===== config.mk =====
export PLATFORM = sky130hd
export DESIGN_NAME = oc_unit
export DESIGN_NICKNAME = d
export VERILOG_FILES = /design/src/rtl/ocu_pkg.sv /design/src/rtl/ocu_counter.sv /design/src/rtl/ocu_cmp_reg.sv /design/src/rtl/ocu_flag.sv /design/src/rtl/ocu_wavegen.sv /design/src/rtl/oc_unit.sv
export SDC_FILE = /design/constraint.sdc
export NUM_CORES = 1
export LEC_CHECK = 0
export BUFFER_PORTS_ARGS = -buffer_cell sky130_fd_sc_hd__buf_2
export CAP_MARGIN = 5
export CORE_MARGIN = 10
export CORE_UTILIZATION = 60
export CTS_BUF_LIST = sky130_fd_sc_hd__clkbuf_8
export DETAILED_ROUTE_END_ITERATION = 8
export GPL_TIMING_DRIVEN = 0
export HOLD_SLACK_MARGIN = 0.12
export PLACE_DENSITY = 0.9
export REMOVE_ABC_BUFFERS = 1
export SLEW_MARGIN = 10
export SYNTH_ARGS = -nofsm -noshare
export SYNTH_HDL_FRONTEND = slang
export SYNTH_SLANG_ARGS = --single-unit
export TNS_END_PERCENT = 100

===== constraint.sdc =====
create_clock -name clk -period 6.3 [get_ports clk]
set_input_delay 0.945 -clock clk [delete_from_list [all_inputs] [get_ports clk]]
set_output_delay 0.945 -clock clk [all_outputs]
set_load 0.01 [all_outputs]

===== src/rtl/ocu_pkg.sv =====
package ocu_pkg;

  localparam logic [1:0] WM_NORMAL = 2'b00;
  localparam logic [1:0] WM_PHASE  = 2'b01;
  localparam logic [1:0] WM_CTC    = 2'b10;
  localparam logic [1:0] WM_FAST   = 2'b11;

  localparam logic [1:0] OM_OFF    = 2'b00;
  localparam logic [1:0] OM_TOGGLE = 2'b01;
  localparam logic [1:0] OM_CLEAR  = 2'b10;
  localparam logic [1:0] OM_SET    = 2'b11;

  localparam logic [1:0] RA_CTL  = 2'd0;
  localparam logic [1:0] RA_CMP  = 2'd1;
  localparam logic [1:0] RA_FLAG = 2'd2;
  localparam logic [1:0] RA_CNT  = 2'd3;

  localparam int CTL_FORCE_BIT = 7;

  typedef enum logic [1:0] {PA_HOLD, PA_TOGGLE, PA_CLEAR, PA_SET} pin_act_e;

  typedef struct packed {
    logic       ie;
    logic [1:0] om;
    logic [1:0] wm;
  } ctl_t;

  // PWM modes use the double-buffered compare value
  function automatic logic is_pwm(input logic [1:0] wm);
    return wm[0];
  endfunction

  // action on a match in the non-PWM modes
  function automatic pin_act_e direct_act(input logic [1:0] om);
    case (om)
      OM_TOGGLE: return PA_TOGGLE;
      OM_CLEAR:  return PA_CLEAR;
      OM_SET:    return PA_SET;
      default:   return PA_HOLD;
    endcase
  endfunction

  // action in the PWM modes; a match outranks the bottom event
  function automatic pin_act_e pwm_act(input logic [1:0] wm, input logic [1:0] om,
                                       input logic match, input logic bottom,
                                       input logic down);
    logic inv;
    inv = (om == OM_SET);
    if (om == OM_OFF || om == OM_TOGGLE) return PA_HOLD;
    if (wm == WM_FAST) begin
      if (match)  return inv ? PA_SET : PA_CLEAR;
      if (bottom) return inv ? PA_CLEAR : PA_SET;
      return PA_HOLD;
    end
    if (match) return (down ^ inv) ? PA_SET : PA_CLEAR;
    return PA_HOLD;
  endfunction

  function automatic logic apply_act(input pin_act_e a, input logic cur);
    case (a)
      PA_TOGGLE: return ~cur;
      PA_CLEAR:  return 1'b0;
      PA_SET:    return 1'b1;
      default:   return cur;
    endcase
  endfunction

  function automatic logic pin_connected(input logic [1:0] wm, input logic [1:0] om);
    return !(om == OM_OFF || (is_pwm(wm) && om == OM_TOGGLE));
  endfunction

endpackage


===== src/rtl/ocu_counter.sv =====
module ocu_counter
  import ocu_pkg::*;
#(
  parameter int W = 8
) (
  input  logic         clk,
  input  logic         rst_n,
  input  logic         tick,
  input  logic [1:0]   wm,
  input  logic         match,
  output logic [W-1:0] count,
  output logic         down,
  output logic         at_top,
  output logic         at_bottom
);

  localparam logic [W-1:0] TOP_VAL = {W{1'b1}};
  localparam logic [W-1:0] ZERO    = '0;
  localparam logic [W-1:0] ONE     = {{(W-1){1'b0}}, 1'b1};

  logic [W-1:0] cnt_q;
  logic         down_q;

  function automatic logic [W-1:0] step_val(input logic [1:0] m, input logic [W-1:0] c,
                                            input logic dn, input logic hit);
    case (m)
      WM_CTC:   return hit ? ZERO : c + ONE;
      WM_PHASE: begin
        if (!dn) return (c == TOP_VAL) ? TOP_VAL - ONE : c + ONE;
        return (c == ZERO) ? ONE : c - ONE;
      end
      default:  return c + ONE;
    endcase
  endfunction

  function automatic logic step_dir(input logic [1:0] m, input logic [W-1:0] c,
                                    input logic dn);
    if (m != WM_PHASE) return 1'b0;
    if (!dn && c == TOP_VAL) return 1'b1;
    if (dn && c == ZERO) return 1'b0;
    return dn;
  endfunction

  always_ff @(posedge clk or negedge rst_n) begin
    if (!rst_n) begin
      cnt_q  <= ZERO;
      down_q <= 1'b0;
    end else if (tick) begin
      cnt_q  <= step_val(wm, cnt_q, down_q, match);
      down_q <= step_dir(wm, cnt_q, down_q);
    end
  end

  assign count     = cnt_q;
  assign down      = down_q;
  assign at_top    = (cnt_q == TOP_VAL);
  assign at_bottom = (cnt_q == ZERO);

endmodule


===== src/rtl/ocu_cmp_reg.sv =====
module ocu_cmp_reg #(
  parameter int W = 8
) (
  input  logic         clk,
  input  logic         rst_n,
  input  logic         wr,
  input  logic [W-1:0] wdata,
  input  logic         buffered,
  input  logic         xfer,
  output logic [W-1:0] active,
  output logic [W-1:0] shadow
);

  logic [W-1:0] active_q;
  logic [W-1:0] shadow_q;

  always_ff @(posedge clk or negedge rst_n) begin
    if (!rst_n) begin
      active_q <= '0;
      shadow_q <= '0;
    end else if (wr && !buffered) begin
      active_q <= wdata;
      shadow_q <= wdata;
    end else begin
      if (xfer) active_q <= shadow_q;
      if (wr)   shadow_q <= wdata;
    end
  end

  assign active = active_q;
  assign shadow = shadow_q;

endmodule


===== src/rtl/ocu_flag.sv =====
module ocu_flag (
  input  logic clk,
  input  logic rst_n,
  input  logic tick,
  input  logic match,
  input  logic ack,
  input  logic sw_clear,
  output logic flag,
  output logic pend
);

  logic pend_q;
  logic flag_q;

  always_ff @(posedge clk or negedge rst_n) begin
    if (!rst_n) begin
      pend_q <= 1'b0;
      flag_q <= 1'b0;
    end else begin
      if (tick) pend_q <= match;
      if (tick && pend_q)        flag_q <= 1'b1;
      else if (ack || sw_clear)  flag_q <= 1'b0;
    end
  end

  assign flag = flag_q;
  assign pend = pend_q;

endmodule


===== src/rtl/ocu_wavegen.sv =====
module ocu_wavegen
  import ocu_pkg::*;
(
  input  logic       clk,
  input  logic       rst_n,
  input  logic       tick,
  input  logic [1:0] wm,
  input  logic [1:0] om,
  input  logic       match,
  input  logic       at_bottom,
  input  logic       down,
  input  logic       force_req,
  input  logic [1:0] force_wm,
  input  logic [1:0] force_om,
  output logic       wave_q,
  output logic       pin
);

  logic     state_q;
  pin_act_e tick_act;
  logic     force_ok;

  always_comb begin
    if (!is_pwm(wm)) tick_act = match ? direct_act(om) : PA_HOLD;
    else             tick_act = pwm_act(wm, om, match, at_bottom, down);
  end

  assign force_ok = force_req && !is_pwm(force_wm);

  always_ff @(posedge clk or negedge rst_n) begin
    if (!rst_n)        state_q <= 1'b0;
    else if (force_ok) state_q <= apply_act(direct_act(force_om), state_q);
    else if (tick)     state_q <= apply_act(tick_act, state_q);
  end

  assign wave_q = state_q;
  assign pin    = pin_connected(wm, om) ? state_q : 1'b0;

endmodule


===== src/rtl/oc_unit.sv =====
module oc_unit
  import ocu_pkg::*;
#(
  parameter int W = 8
) (
  input  logic         clk,
  input  logic         rst_n,
  input  logic         tick,
  input  logic         reg_wr,
  input  logic [1:0]   reg_addr,
  input  logic [W-1:0] reg_wdata,
  output logic [W-1:0] reg_rdata,
  input  logic         irq_ack,
  output logic [W-1:0] count,
  output logic         at_top,
  output logic         at_bottom,
  output logic         irq,
  output logic         wave_out
);

  ctl_t         ctl_q;
  logic         wr_ctl, wr_cmp, wr_flag;
  logic         force_req;
  logic [W-1:0] cmp_active, cmp_shadow;
  logic         match_evt, xfer_evt, buffered;
  logic         flag_q, pend_q, down, wave_q;

  assign wr_ctl  = reg_wr && (reg_addr == RA_CTL);
  assign wr_cmp  = reg_wr && (reg_addr == RA_CMP);
  assign wr_flag = reg_wr && (reg_addr == RA_FLAG);

  always_ff @(posedge clk or negedge rst_n) begin
    if (!rst_n)      ctl_q <= '0;
    else if (wr_ctl) ctl_q <= ctl_t'(reg_wdata[4:0]);
  end

  assign force_req = wr_ctl && reg_wdata[CTL_FORCE_BIT];
  assign buffered  = is_pwm(ctl_q.wm);
  assign match_evt = (count == cmp_active);
  assign xfer_evt  = tick && ((ctl_q.wm == WM_PHASE && at_top) ||
                              (ctl_q.wm == WM_FAST && at_bottom));

  ocu_counter #(.W(W)) u_cnt (
    .clk(clk), .rst_n(rst_n), .tick(tick), .wm(ctl_q.wm), .match(match_evt),
    .count(count), .down(down), .at_top(at_top), .at_bottom(at_bottom)
  );

  ocu_cmp_reg #(.W(W)) u_cmp (
    .clk(clk), .rst_n(rst_n), .wr(wr_cmp), .wdata(reg_wdata),
    .buffered(buffered), .xfer(xfer_evt), .active(cmp_active), .shadow(cmp_shadow)
  );

  ocu_flag u_flag (
    .clk(clk), .rst_n(rst_n), .tick(tick), .match(match_evt), .ack(irq_ack),
    .sw_clear(wr_flag && reg_wdata[0]), .flag(flag_q), .pend(pend_q)
  );

  ocu_wavegen u_wave (
    .clk(clk), .rst_n(rst_n), .tick(tick), .wm(ctl_q.wm), .om(ctl_q.om),
    .match(match_evt), .at_bottom(at_bottom), .down(down),
    .force_req(force_req), .force_wm(reg_wdata[1:0]), .force_om(reg_wdata[3:2]),
    .wave_q(wave_q), .pin(wave_out)
  );

  assign irq = flag_q && ctl_q.ie;

  always_comb begin
    case (reg_addr)
      RA_CTL:  reg_rdata = W'(ctl_q);
      RA_CMP:  reg_rdata = buffered ? cmp_shadow : cmp_active;
      RA_FLAG: reg_rdata = W'(flag_q);
      default: reg_rdata = count;
    endcase
  end

endmodule


Word-level counts from Yosys, hierarchy flattened
Index checks and enable logic that the tools add are counted.
- register bits after elaboration: 33
- input bits: 15
- logic and storage cells: 140
- $add $sub $neg: 2
- eq/ne operators: 21
- multiplexer cells: 72
- bitwise gates (word level): 2
- reduce and logical (&&, ||, !) cells: 33
- operators by type and width (operator ; number):
    $mux 8 ; 10
    $mux 1 ; 43
    $mux 2 ; 13
    $pmux 8 s3 ; 1
    $eq 2x2->1 const B ; 11
    $pmux 8 s2 ; 1
    $logic_and 1x1->1 ; 15
    $eq 2x1->1 const B ; 6
    $pmux 2 s3 ; 2
    $add 8x1->8 const B ; 1
    $eq 8x8->1 ; 1
    $eq 8x8->1 const B ; 1
    $logic_not 8->1 ; 1
    $reduce_bool 2->1 ; 4
    $sub 8x1->8 const B ; 1
    $pmux 1 s3 ; 2
    $logic_not 2->1 ; 2
    $logic_or 1x1->1 ; 4
    $ne 4x4->1 const B ; 1
    $reduce_bool 4->1 ; 1
    $logic_not 1->1 ; 3
    $reduce_and 3->1 ; 1
    $reduce_bool 3->1 ; 1
    $ne 2x1->1 const B ; 1
    other kinds (3) ; 3

Logic depth before layout (Yosys ltp)
Gate-level depths: netlist (run 1).
- word-level depth: 22
- depth in mapped cells: 13

Modules after synthesis
A second synthesis (run 1) with hierarchy kept.
- cells, all modules: 255
- area total of the unflattened synthesis: 2504.9 µm²
- modules (own cells, without submodules) (module ; times used ; cells each ; area each (µm²) ; seq. area each (µm²)):
    ocu_counter ; 1 ; 106 ; 834.6 ; 225.2
    ocu_cmp_reg ; 1 ; 44 ; 767.0 ; 400.4
    oc_unit ; 1 ; 70 ; 591.8 ; 125.1
    ocu_wavegen ; 1 ; 30 ; 232.7 ; 25.0
    ocu_flag ; 1 ; 5 ; 78.8 ; 50.0

Least setup slack after synthesis (run 1)
OpenSTA, ideal clock, no wires.
- path type: register to register
- from: reg u_cnt.cnt_q[2] (netlist: u_cnt.count[2])
- to: reg u_wave.state_q (netlist: u_wave.wave_q)
- library setup time: 0.065 ns
- arrival time: 2.600 ns
- required time: 6.235 ns
- setup slack: 3.636 ns
- cell stages (with the launch flop): 13
- path buffers: 2
- cells stage by stage: dfrtp_1 -> buf_6 -> nor4_2 -> and3_1 -> buf_6 -> nand3_1 -> a21boi_0 -> ha_1 -> o21ai_0 -> a2111oi_0 -> a311o_1 -> a41oi_1 -> o21a_1
- longest elaborated chain between the ends: 18
- elaborated cells on any way between the ends: 33
- classes of those cells: 4 x eq/ne; 26 x mux; 3 x reduce/logical
- RTL lines (what ; RTL line ; text):
    start, declared ; ocu_counter.sv:21 ; logic [W-1:0] cnt_q;
    start signal, assigned ; ocu_counter.sv:49 ; cnt_q <= step_val(wm, cnt_q, down_q, match);
    $logic_not 8->1 (*) ; ocu_counter.sv:57 ; assign at_bottom = (cnt_q == ZERO);
    named net at_bottom ; oc_unit.sv:16 ; output logic at_bottom,
    $mux 1 (2 in a row) ; ocu_pkg.sv:52 ; if (bottom) return inv ? PA_CLEAR : PA_SET;
    $mux 1 (2 in a row) ; ocu_pkg.sv:50 ; if (wm == WM_FAST) begin
    $mux 1 ; ocu_wavegen.sv:24 ; if (!is_pwm(wm)) tick_act = match ? direct_act(om) : PA_HOLD;
    $mux 2 (*) ; ocu_pkg.sv:53 ; return PA_HOLD;
    $mux 2 (*) ; ocu_pkg.sv:52 ;
    $mux 2 (*) ; ocu_pkg.sv:50 ;
    $mux 2 ; ocu_pkg.sv:55 ; if (match) return (down ^ inv) ? PA_SET : PA_CLEAR;
    $mux 2 ; ocu_pkg.sv:56 ; return PA_HOLD;
    $mux 2 (*) ; ocu_pkg.sv:55 ;
    $mux 2 (*) ; ocu_pkg.sv:50 ;
    $mux 2 (*) ; ocu_wavegen.sv:24 ;
    $eq 2x2->1 / $eq 2x1->1 (equally long branches) ; ocu_pkg.sv:60 ; case (a)
    $pmux 1 s3 ; ocu_pkg.sv:60 ;
    $mux 1 ; ocu_wavegen.sv:33 ; else if (tick) state_q <= apply_act(tick_act, state_q);
    $mux 1 ; ocu_wavegen.sv:32 ; else if (force_ok) state_q <= apply_act(direct_act(force_om), state_q);
    end signal, assigned ; ocu_wavegen.sv:32 ;
    end signal, assigned ; ocu_wavegen.sv:33 ;
    end, declared ; ocu_wavegen.sv:19 ; logic state_q;
The timed path passes the listed nets; every way through them passes the cells marked *. The select of a mux whose other input is x is not followed.
A chain may end at the register's enable or synchronous reset.

Final worst setup path (run 1)
- from: reg u_cnt.cnt_q[2] (netlist: u_cnt.count[2])
- to: reg u_wave.state_q (netlist: u_wave.wave_q)
- longest elaborated chain between the ends: 18
- elaborated cells on any way between the ends: 33
- classes of those cells: 4 x eq/ne; 26 x mux; 3 x reduce/logical
- RTL lines (what ; RTL line):
    $logic_not 8->1 ; ocu_counter.sv:57
    $mux 1 (2 in a row) ; ocu_pkg.sv:52
    $mux 1 (2 in a row) ; ocu_pkg.sv:50
    $mux 1 ; ocu_wavegen.sv:24
    $mux 2 ; ocu_pkg.sv:53
    $mux 2 ; ocu_pkg.sv:52
    $mux 2 ; ocu_pkg.sv:50
    $mux 2 ; ocu_pkg.sv:55
    $mux 2 ; ocu_pkg.sv:56
    $mux 2 ; ocu_pkg.sv:55
    $mux 2 ; ocu_pkg.sv:50
    $mux 2 (*) ; ocu_wavegen.sv:24
    $eq 2x2->1 / $eq 2x1->1 (equally long branches) ; ocu_pkg.sv:60
    $pmux 1 s3 ; ocu_pkg.sv:60
    $mux 1 ; ocu_wavegen.sv:33
    $mux 1 ; ocu_wavegen.sv:32
Every way passes the cells marked *; elsewhere a longest branch is shown, timed or not. The select of a mux whose other input is x is not followed.

==> results of run 1 <==
-- worst max-delay path: stages, from the launching register on --
cell and delay (ns):
dfrtp_1 0.55, nor4_2 0.40, and3_1 0.41, nand3_1 0.17
a21boi_0 0.26, ha_1 0.26, o21ai_0 0.26, a2111oi_0 0.12
a311o_1 0.32, a41oi_1 0.18, o21a_1 0.14
-- layout make-up --
type                            count  area [sq um]
Clock buffer                        6         82.58
Clock inverter                      2         13.76
Fill cell                         305          1165
Inverter                           10         37.54
Multi-Input combinational cell    195          1389
Sequential cell                    33         825.8
Tap cell                           48         60.06
Timing Repair Buffer               34         170.2
-- stage by stage --
stage | util | cell area [sq um] | std cells | total power, W
final | 0.6888 | 2579 | 328 | 0.0008861
after global routing | 0.6888 | 2579 | 328 | 0.0009514
after CTS | 0.6888 | 2579 | 328 | 0.0008870
after detailed placement | 0.6631 | 2482 | 320 | 0.0007094
after global placement | 0.6631 | 2482 | 320 | 0.0006909
after floorplan | - | 2252 | 238 | 0.0005935
-- power by group through the flow --
stage	registers [W]	clock network (W)	logic [W]
final	0.000367	0.000174	0.000345
after global routing	0.000377	0.000185	0.000389
after CTS	0.000365	0.000177	0.000345
after detailed placement	0.000368	0	0.000341
after global placement	0.000362	0	0.000329
after floorplan	0.000347	0	0.000247
-- cell usage after synthesis (3+ instances only) --
master    number
dfrtp_1       33
nand2_1       32
mux2i_1       18
xor2_1        15
nor2_1        13
mux2_2        11
o21ai_0       11
inv_1         10
a21oi_1        9
ha_1           8
o21ai_1        8
nor2b_1        7
o22ai_1        7
buf_2          6
buf_6          5
clkbuf_1       5
a22o_1         4
and2_1         4
nand4_1        4
a31oi_1        3
-- state kept, by name, summed over array words and instances (netlist names) --
register and cells:
buffered 1, u_cmp.shadow 8, u_cmp.active 8, u_flag.flag 1, u_wave.wave_q 1, u_cnt.count 8, ctl_q 4, u_cnt.down 1
u_flag.pend 1
-- cells by family after synthesis --
logic type      after synthesis  synth area share
compound gates               62            0.1787
xor+xnor                     17           0.06254
fa+ha+maj                     8           0.04204
buf+inv                      30           0.06989
flops                        33            0.3468
mux                          29            0.1277
simple gates                 79            0.1724
-- layer usage --
layer  track usage  vias to the layer above
li1              -                      957
met1        0.2096                      983
met2        0.2675                       91
met3       0.04395                        9
met4       0.06308                        0
met5             0                        -
-- final timing paths --
check	depth (start not counted)	endpoint	slack (ns)	startpoint
setup / recovery	10	u_wave.wave_q$_DFFE_PN0P_	3.15	u_cnt.count[2]$_DFFE_PN0P_
hold / removal	1	u_flag.flag$_DFFE_PN0P_	0.49	u_flag.pend$_DFFE_PN0P_
hold reg to reg	1	u_flag.flag$_DFFE_PN0P_	0.49	u_flag.pend$_DFFE_PN0P_
setup reg to reg	10	u_wave.wave_q$_DFFE_PN0P_	3.15	u_cnt.count[2]$_DFFE_PN0P_
min in group asynchronous	1	u_cnt.count[1]$_DFFE_PN0P_	0.71	rst_n
max in group asynchronous	1	u_wave.wave_q$_DFFE_PN0P_	5.11	rst_n
-- cell usage in the layout (no fill, tap or decap), types with 8 or more instances in the layout --
cell type	count
dfrtp_1	33
mux2i_1	18
ha_1	8
buf_2	34
xor2_1	15
a21oi_1	9
inv_1	10
o21ai_0	11
mux2_2	11
o21ai_1	8
nand2_1	32
nor2_1	13
==> impl_metrics.yaml, run 1 <==
sta:
  rsz0062_at_grt: "no"
  fmax_mhz: 317.9
  timing.hold.ws_ns: 0.4855
  setup_viol: 0
  fin_ws_ns: 3.155
  setup_tns_ns: 0
  worst_slew_pin_slew_ns: 1.023
  slew_violations: 0
  period_needed_ns: 3.145
  clock_skew_ns: 0.007553
  relSlewSlack: 0.3156
  hold_viol_final: 0
  period_share: 0.4992
power:
  swShare: 0.4110
  leakage_nw: 1.246
  p_sw_w: 0.0003642
  clkPwrFrac: 0.196
  p_comb_frac: 0.389
  cellPowerDensity_nw_per_um2: 343.6
  pwr-share-seq: 0.415
  vdd_ir_drop_max_mv: 0.2529
  power.internal_w: 0.0005219
flow_run:
  max-cap-violations: 0
logic_synthesis:
  synth_top_cell_by_area: "dfrtp_1"
  yosys-top-cells-area: "dfrtp_1, mux2i_1, xor2_1, mux2_2, nand2_1"
  async_reset_ff_frac: 1.000
  ys_types: 57
  seq_area_frac_synth: 0.3468
  ys_seq_elements: 33
  synth.yosys.warnings: 0
  syn_inst: 258
  synth_edf_count: 0
  synth_area_sq_um: 2381
  synth_top_area_share: 0.3468
  synth_flop_cell: "dfrtp_1"
  syn_area_per_cell_sq_um: 9.229
clock_network:
  cts-resized-gates: 0
  cts_sinks: 33
  htreeDepth: 2
  cts_tree: "yes"
  clock_latency_ns: 0.30
  cts_root_buffer: "clkbuf_8"
  postCtsHoldBufs: 0
  clk_pin_slew_worst_paths_ns: 0.07
  cts_buffers: 5
  clockBufferDepth: 2
  post_cts_buffers: 0
route:
  drt-total-wl_microns: 5811
  drc: 0
  wl_per_cell_microns: 17.72
  first_iter_violations: 146
  dr.pass1.iters: 4
  avgViaCountPerCell: 6.220
  dr.max_layer_used: "met4"
  wl_met1_microns: 2525
  dr_wl_met3_microns: 446
  ant_nets: 0
  vias: 2040
  dr_wl_met2_microns: 2747
finish:
  area_growth_pct: 8.303
  nets: 302
  drive_above_1_share: 0.2214
  num_antenna_cells: 0
critical_path:
  worstPathArrival_ns: 3.38
  cp-start-kind: "register"
  cp-end-kind: "register"
  crit_required_ns: 6.53
  path_class: "register to register"
  crit_fanout: 12
floorplanning:
  die_w_microns: 83.00
  dieArea_sq_um: 6888
  num_io_pins: 35
  initial_core_util: 0.6360
  core_sq_um: 3744
  rows: 22
  dieHeight_microns: 83.00
place:
  dp_hpwl_microns: 4155
  port_buffers: 34
  pre_cts_slack_ns: 3.214
  gp_congestion: 0.8745
global_routing:
  grt-ovfl-total: 0
  grt_pass1_vias: 2058
  grt_max_degree: 34
  antenna_found_initial: 0
  track_usage: 0.1674
  grt_pass1_wl_microns: 9915
hold_path:
  hp-class: "register to register"
status:
  status: "completed"
No activity file was read; power rests on OpenSTA's default activity.
==> run 2: changes to the inputs <==
--- a/config.mk
+++ b/config.mk
@@ -5,15 +5,16 @@
 export SDC_FILE = /design/constraint.sdc
 export NUM_CORES = 1
 export LEC_CHECK = 0
+export ABC_AREA = 1
 export BUFFER_PORTS_ARGS = -buffer_cell sky130_fd_sc_hd__buf_2
 export CAP_MARGIN = 5
 export CORE_MARGIN = 10
-export CORE_UTILIZATION = 60
+export CORE_UTILIZATION = 54
 export CTS_BUF_LIST = sky130_fd_sc_hd__clkbuf_8
 export DETAILED_ROUTE_END_ITERATION = 8
 export GPL_TIMING_DRIVEN = 0
 export HOLD_SLACK_MARGIN = 0.12
-export PLACE_DENSITY = 0.9
+export PLACE_DENSITY = 0.86
 export REMOVE_ABC_BUFFERS = 1
 export SLEW_MARGIN = 10
 export SYNTH_ARGS = -nofsm -noshare
==> constraint.sdc (replaced) <==
create_clock -name clk -period 2.5 [get_ports clk]
set_input_delay 0.375 -clock clk [delete_from_list [all_inputs] [get_ports clk]]
set_output_delay 0.375 -clock clk [all_outputs]
set_load 0.01 [all_outputs]
==> run 2 against run 1 <==
  * Sequential share of layout area shrank 1.4 points
  * Largest power group is now combinational logic
  * First-iteration DRC count is 13% higher
  * Clock power rose to 3.1 times the previous value
  * Register-to-register slack got worse by 2.9 ns
==> impl_metrics.yaml, run 2 <==
finish:
  layout_common_cells: "nand2_1, o21ai_0, inv_1"
  area_growth_pct: 11.27
  register_area_sq_um: 827.0
  nets: 388
  num_antenna_cells: 0
  final_util: 0.6213
  fillers: 376
  drive_above_1_share: 0.1858
  multiInputGateArea_sq_um: 1354
  layout.cells.most_common: "nand2_1"
route:
  vias: 2272
  first_iter_violations: 165
  drt-total-wl_microns: 6007
  avgViaCountPerCell: 5.435
  ant_nets: 0
  dr.pass1.iters: 5
  wl_per_cell_microns: 14.37
  drc: 0
critical_path:
  cp-start-kind: "register"
  crit_required_ns: 2.12
  crit_family: "compound AO/OA/AOI/OAI gates"
  crit_path_top_delay_cell: "dfrtp_1"
  crit_fanout: 16
  worstPathArrival_ns: 1.93
  crit_chain: "inv_1 > o21ai_0 > a21oi_1 > a31oi_1 > o211ai_1 > buf_2"
  path_class: "register to output port"
  cpPeakStageDelay_ns: 0.53
  cp.buffers_inverters: 2
  cp-end-kind: "output port"
logic_synthesis:
  ys_top_cells_by_count: "nand2_1, o21ai_0, inv_1"
  async_reset_ff_frac: 1.000
  synth_edf_count: 0
  synth_flop_cell: "dfrtp_1"
  syn_inst: 335
  ys_seq_elements: 33
  seq_area_frac_synth: 0.3397
  synth_top_area_share: 0.3397
  syn_area_per_cell_sq_um: 7.257
  synth_top_cell_by_area: "dfrtp_1"
  yosys-top-cells-area: "dfrtp_1, nand2_1, o21ai_0, inv_1, a21oi_1"
  synth.yosys.warnings: 0
  ys_types: 35
  synth_most_common_cell: "nand2_1"
  synth_area_sq_um: 2431
clock_network:
  clk_pin_slew_worst_paths_ns: 0.07
  cts_buffers: 5
  cts_root_buffer: "clkbuf_8"
  clock_latency_ns: 0.29
  htreeDepth: 2
  cts_tree: "yes"
  post_cts_buffers: 0
  cts-resized-gates: 0
  postCtsHoldBufs: 0
  clockBufferDepth: 2
  cts_sinks: 33
floorplanning:
  num_io_pins: 35
  initial_core_util: 0.5583
  rows: 24
  core_sq_um: 4354
  dieHeight_microns: 87.10
  die_w_microns: 87.10
  dieArea_sq_um: 7586
place:
  port_buffers: 34
  pre_cts_slack_ns: 0.2424
  dp_hpwl_microns: 4503
  gp_congestion: 0.8809
sta:
  fmax_mhz: 434.3
  rsz0062_at_grt: "yes"
  clock_skew_ns: 0.003674
  setup_viol: 0
  worst_slew_pin_slew_ns: 0.7640
  period_share: 0.9210
  setup_tns_ns: 0
  relSlewSlack: 0.4906
  hold_viol_final: 0
  period_needed_ns: 2.302
  fin_ws_ns: 0.1976
  slew_violations: 0
global_routing:
  antenna_found_initial: 0
  grt_pass1_vias: 2193
  track_usage: 0.1617
  grt-ovfl-total: 0
  grt_pass1_wl_microns: 10040
  grt_max_degree: 34
power:
  leakage_nw: 1.348
  vdd_ir_drop_max_mv: 0.3971
  cellPowerDensity_nw_per_um2: 868.3
hold_path:
  hp-class: "input pin to async pin"
flow_run:
  max-cap-violations: 0
status:
  status: "completed"
[run 2: cell type report]
cell class / instances / share of cell area
inverter: 45 / 0.06244
tap: 52 / 0.02405
clock buffer: 6 / 0.03053
sequential: 33 / 0.3057
clock inverter: 2 / 0.01388
timing repair buffer: 34 / 0.06290
multi-input combinational: 246 / 0.5005
[run 2: cell families (layout without fill, tap and decap cells)]
group / after synthesis / after routing / synth area share
xor gates and xnor gates: 15 / 15 / 0.05404
AOI/OAI and AO/OA: 84 / 84 / 0.1971
buffers and inverters: 56 / 87 / 0.1034
adders and majority gates: 8 / 8 / 0.04118
and+or+nand+nor: 139 / 139 / 0.2645
DFF: 33 / 33 / 0.3397
[run 2: per-layer routing]
metal / track usage / vias up / routed length (microns)
met3: 0.04401 / 10 / 299
met1: 0.1858 / 1054 / 2596
met5: 0 / - / 0
li1: - / 1153 / -
met4: 0.05942 / 0 / 128
met2: 0.2791 / 55 / 2983
[run 2: final timing paths]
kind | to | slack, ns | cells after the start | startpoint
worst min register to register | u_flag.pend$_DFFE_PN0P_ | 0.50 | 2 | u_flag.pend$_DFFE_PN0P_
worst min-delay path | u_cmp.shadow[2]$_DFFE_PN0P_ | 0.15 | 1 | rst_n
worst max register to register | u_wave.wave_q$_DFFE_PN0P_ | 0.28 | 13 | u_cnt.count[4]$_DFFE_PN0P_
max in group asynchronous | u_cnt.count[0]$_DFFE_PN0P_ | 1.82 | 1 | rst_n
min in group clk | u_flag.flag$_DFFE_PN0P_ | 0.26 | 2 | irq_ack
worst max-delay path | reg_rdata[0] | 0.20 | 6 | buffered$_DFFE_PN0P_
[run 2: worst reg2reg max path: stages, from the launching register on]
cell and delay [ns]:
dfrtp_1 0.48, inv_1 0.18, nand2_1 0.07, nand2_1 0.06
nand2_1 0.07, nor2_1 0.22, nand3_1 0.11, nand3_1 0.11
nand2_1 0.06, ha_1 0.28, o21ai_1 0.16, a21oi_1 0.10
o21a_1 0.12, a21oi_1 0.12
[run 2: power by group]
| part | switching (W) | internal [W] | total (W) |
|---|---|---|---|
| combinational | 0.000562 | 0.000359 | 0.000921 |
| clock | 0.000216 | 0.000324 | 0.000540 |
| sequential | 0.000223 | 0.000665 | 0.000887 |
[run 2: through the flow]
stage          hold slack (ns)  area, sq um  total power, W  cells
4_1_cts                 0.1736         2704        0.002348    418
6_report                0.1481         2705        0.002349    418
3_3_place_gp            0.4719         2584        0.001766    410
2_1_floorplan          0.07941         2349        0.001502    324
5_1_grt                 0.1974         2705        0.002525    418
3_5_place_dp            0.4863         2584        0.001805    410
==> run 3: changes to the inputs <==
--- a/config.mk
+++ b/config.mk
@@ -6,12 +6,13 @@
 export NUM_CORES = 1
 export LEC_CHECK = 0
 export ABC_AREA = 1
-export BUFFER_PORTS_ARGS = -buffer_cell sky130_fd_sc_hd__buf_2
+export BUFFER_PORTS_ARGS = -buffer_cell sky130_fd_sc_hd__clkbuf_2
 export CAP_MARGIN = 5
-export CORE_MARGIN = 10
+export CORE_MARGIN = 4
 export CORE_UTILIZATION = 54
 export CTS_BUF_LIST = sky130_fd_sc_hd__clkbuf_8
 export DETAILED_ROUTE_END_ITERATION = 8
+export GPL_ROUTABILITY_DRIVEN = 0
 export GPL_TIMING_DRIVEN = 0
 export HOLD_SLACK_MARGIN = 0.12
 export PLACE_DENSITY = 0.86
==> run 3 against run 2 <==
  * Die area fell by 26%
  * Core utilization shrank 0.69 points
  * Maximum frequency fell by 0.37%
  * Sequential cell count stayed put
  * Final cell count fell by 0.24%
  * Sequential power barely moved
  * Combinational power is 2% lower
  * Global-route usage is 5.9 points higher
  * Critical path type is now register to register
==> impl_metrics.yaml, run 3 (synthesis gave the netlist of run 2 again) <==
critical_path:
  rr_endpoint: "u_wave.wave_q$_DFFE_PN0P_"
  crit_path_top_delay_cell: "dfrtp_1"
  worstPathArrival_ns: 2.52
  crit_required_ns: 2.71
  crit_fanout: 8
  reg2reg_depth: 13
  cpPeakStageDelay_ns: 0.50
  path_class: "register to register"
  r2r_start: "u_cnt.count[0]$_DFFE_PN0P_"
  cp-start-kind: "register"
  startpoint: "u_cnt.count[0]$_DFFE_PN0P_"
  cp-end-kind: "register"
  crit_chain: "inv_2 > ha_1 > nand3_2 > nor2_4 > nand3_1 > nand2_1 > nand3_1 > nand2_1 > ha_1 > o21ai_0 > a21oi_1 > o21a_1 > a21oi_1"
  reg2reg_setup_slack_ns: 0.19
sta:
  relSlewSlack: 0.4414
  worst_slew_pin_slew_ns: 0.8379
  period_needed_ns: 2.311
  clock_skew_ns: 0.007665
  fmax_mhz: 432.7
  rsz0062_at_grt: "no"
  setup_viol: 0
  hold_viol_final: 0
  setup_tns_ns: 0
  slew_violations: 0
  period_share: 0.9244
hold_path:
  hp-class: "input pin to async pin"
finish:
  final_area_sq_um: 2675
  num_antenna_cells: 0
  fillers: 393
  drive_above_1_share: 0.1836
  layout_common_cells: "nand2_1, o21ai_0, inv_1"
  area_growth_pct: 10.04
  layout.cells.most_common: "nand2_1"
  nets: 388
route:
  wl_per_cell_microns: 13.76
  avgViaCountPerCell: 5.417
  drc: 0
  first_iter_violations: 194
  dr.pass1.iters: 4
  drt-total-wl_microns: 5738
  vias: 2259
  ant_nets: 0
clock_network:
  clock_latency_ns: 0.29
  htreeDepth: 2
  cts_buffers: 5
  postCtsHoldBufs: 0
  clk_pin_slew_worst_paths_ns: 0.07
  cts_sinks: 33
  clockBufferDepth: 2
  cts_tree: "yes"
  cts_root_buffer: "clkbuf_8"
flow_run:
  max-cap-violations: 0
status:
  status: "completed"
place:
  port_buffers: 34
  dp_hpwl_microns: 4300
  dpl_cell_area_sq_um: 2584
global_routing:
  antenna_found_initial: 0
  grt_max_degree: 34
  track_usage: 0.2207
  grt-ovfl-total: 0
  grt_pass1_wl_microns: 9453
  grt_pass1_vias: 2085
floorplanning:
  initial_core_util: 0.5583
  dieArea_sq_um: 5639
  die_w_microns: 75.10
  dieHeight_microns: 75.10
  num_io_pins: 35
  core_sq_um: 4354
  rows: 24
power:
  vdd_ir_drop_max_mv: 0.4542
  cellPowerDensity_nw_per_um2: 825.4
  leakage_nw: 1.333
==> run 3: cell count changes in the layout (fill, tap and decap cells not counted) <==
cell | before | now
bufinv_16 | 1 | 0
o21ai_1 | 4 | 3
clkbuf_2 | 0 | 34
buf_2 | 34 | 0
o21ai_0 | 40 | 41
==> run 3: area by class of cell <==
cell class	count	area, sq um	share of cell area
multi-input combinational	246	1354	0.5061
sequential	33	827.0	0.3092
timing repair buffer	34	170.2	0.06361
inverter	45	168.9	0.06314
clock buffer	6	82.58	0.03087
tap	52	65.06	0.02432
clock inverter	1	7.507	0.002806
==> run 3: worst max-delay path by stage <==
stage,endpoint,slack (ns),depth (start not counted)
5_1_grt,u_wave.wave_q$_DFFE_PN0P_,0.001,13
3_5_place_dp,u_wave.wave_q$_DFFE_PN0P_,0.17,12
3_3_place_gp,u_wave.wave_q$_DFFE_PN0P_,0.27,12
2_1_floorplan,u_wave.wave_q$_DFFE_PN0P_,0.47,13
6_report,u_wave.wave_q$_DFFE_PN0P_,0.19,13
4_1_cts,u_wave.wave_q$_DFFE_PN0P_,0.15,12
==> run 3: timing repair <==
action | in CTS | in global routing
buffers inserted | 0 | 0
endpoints found under the setup margin | 0 | 1
gates resized for setup | 0 | 1
hold endpoints to repair | 0 | 0
==> run 3: critical path: cells and delay by family (launching register included) <==
kind / cells / cell delay, ns
compound gates: 4 / 0.58
fa+ha+maj: 2 / 0.40
buf+inv: 1 / 0.15
flops: 1 / 0.50
simple gates: 6 / 0.60
==> run 3: routing by layer <==
metal | wire length (microns) | global-route usage
met1 | 2494 | 0.2755
met2 | 2871 | 0.3675
met3 | 275 | 0.04806
met4 | 97 | 0.09486
met5 | 0 | 0
==> run 3: per-stage QoR <==
stage	setup WS (ns)	instances	utilization	hold WS, ns	power (W)
floorplan	0.4693	324	-	0.07941	0.001502
finish	0.1889	417	0.6144	0.1783	0.002208
detailed placement	0.1729	410	0.5934	0.4961	0.001795
global placement	0.2719	410	0.5934	0.4887	0.001759
global route	0.001428	417	0.6144	0.2418	0.002377
CTS	0.1487	417	0.6141	0.2085	0.002212
==> run 3: power by group <==
part | switching, W | internal (W) | total (W)
sequential | 0.000222 | 0.000664 | 0.000886
clock | 0.000199 | 0.000217 | 0.000416
combinational | 0.000548 | 0.000357 | 0.000906
total | 0.000969 | 0.00124 | 0.00221
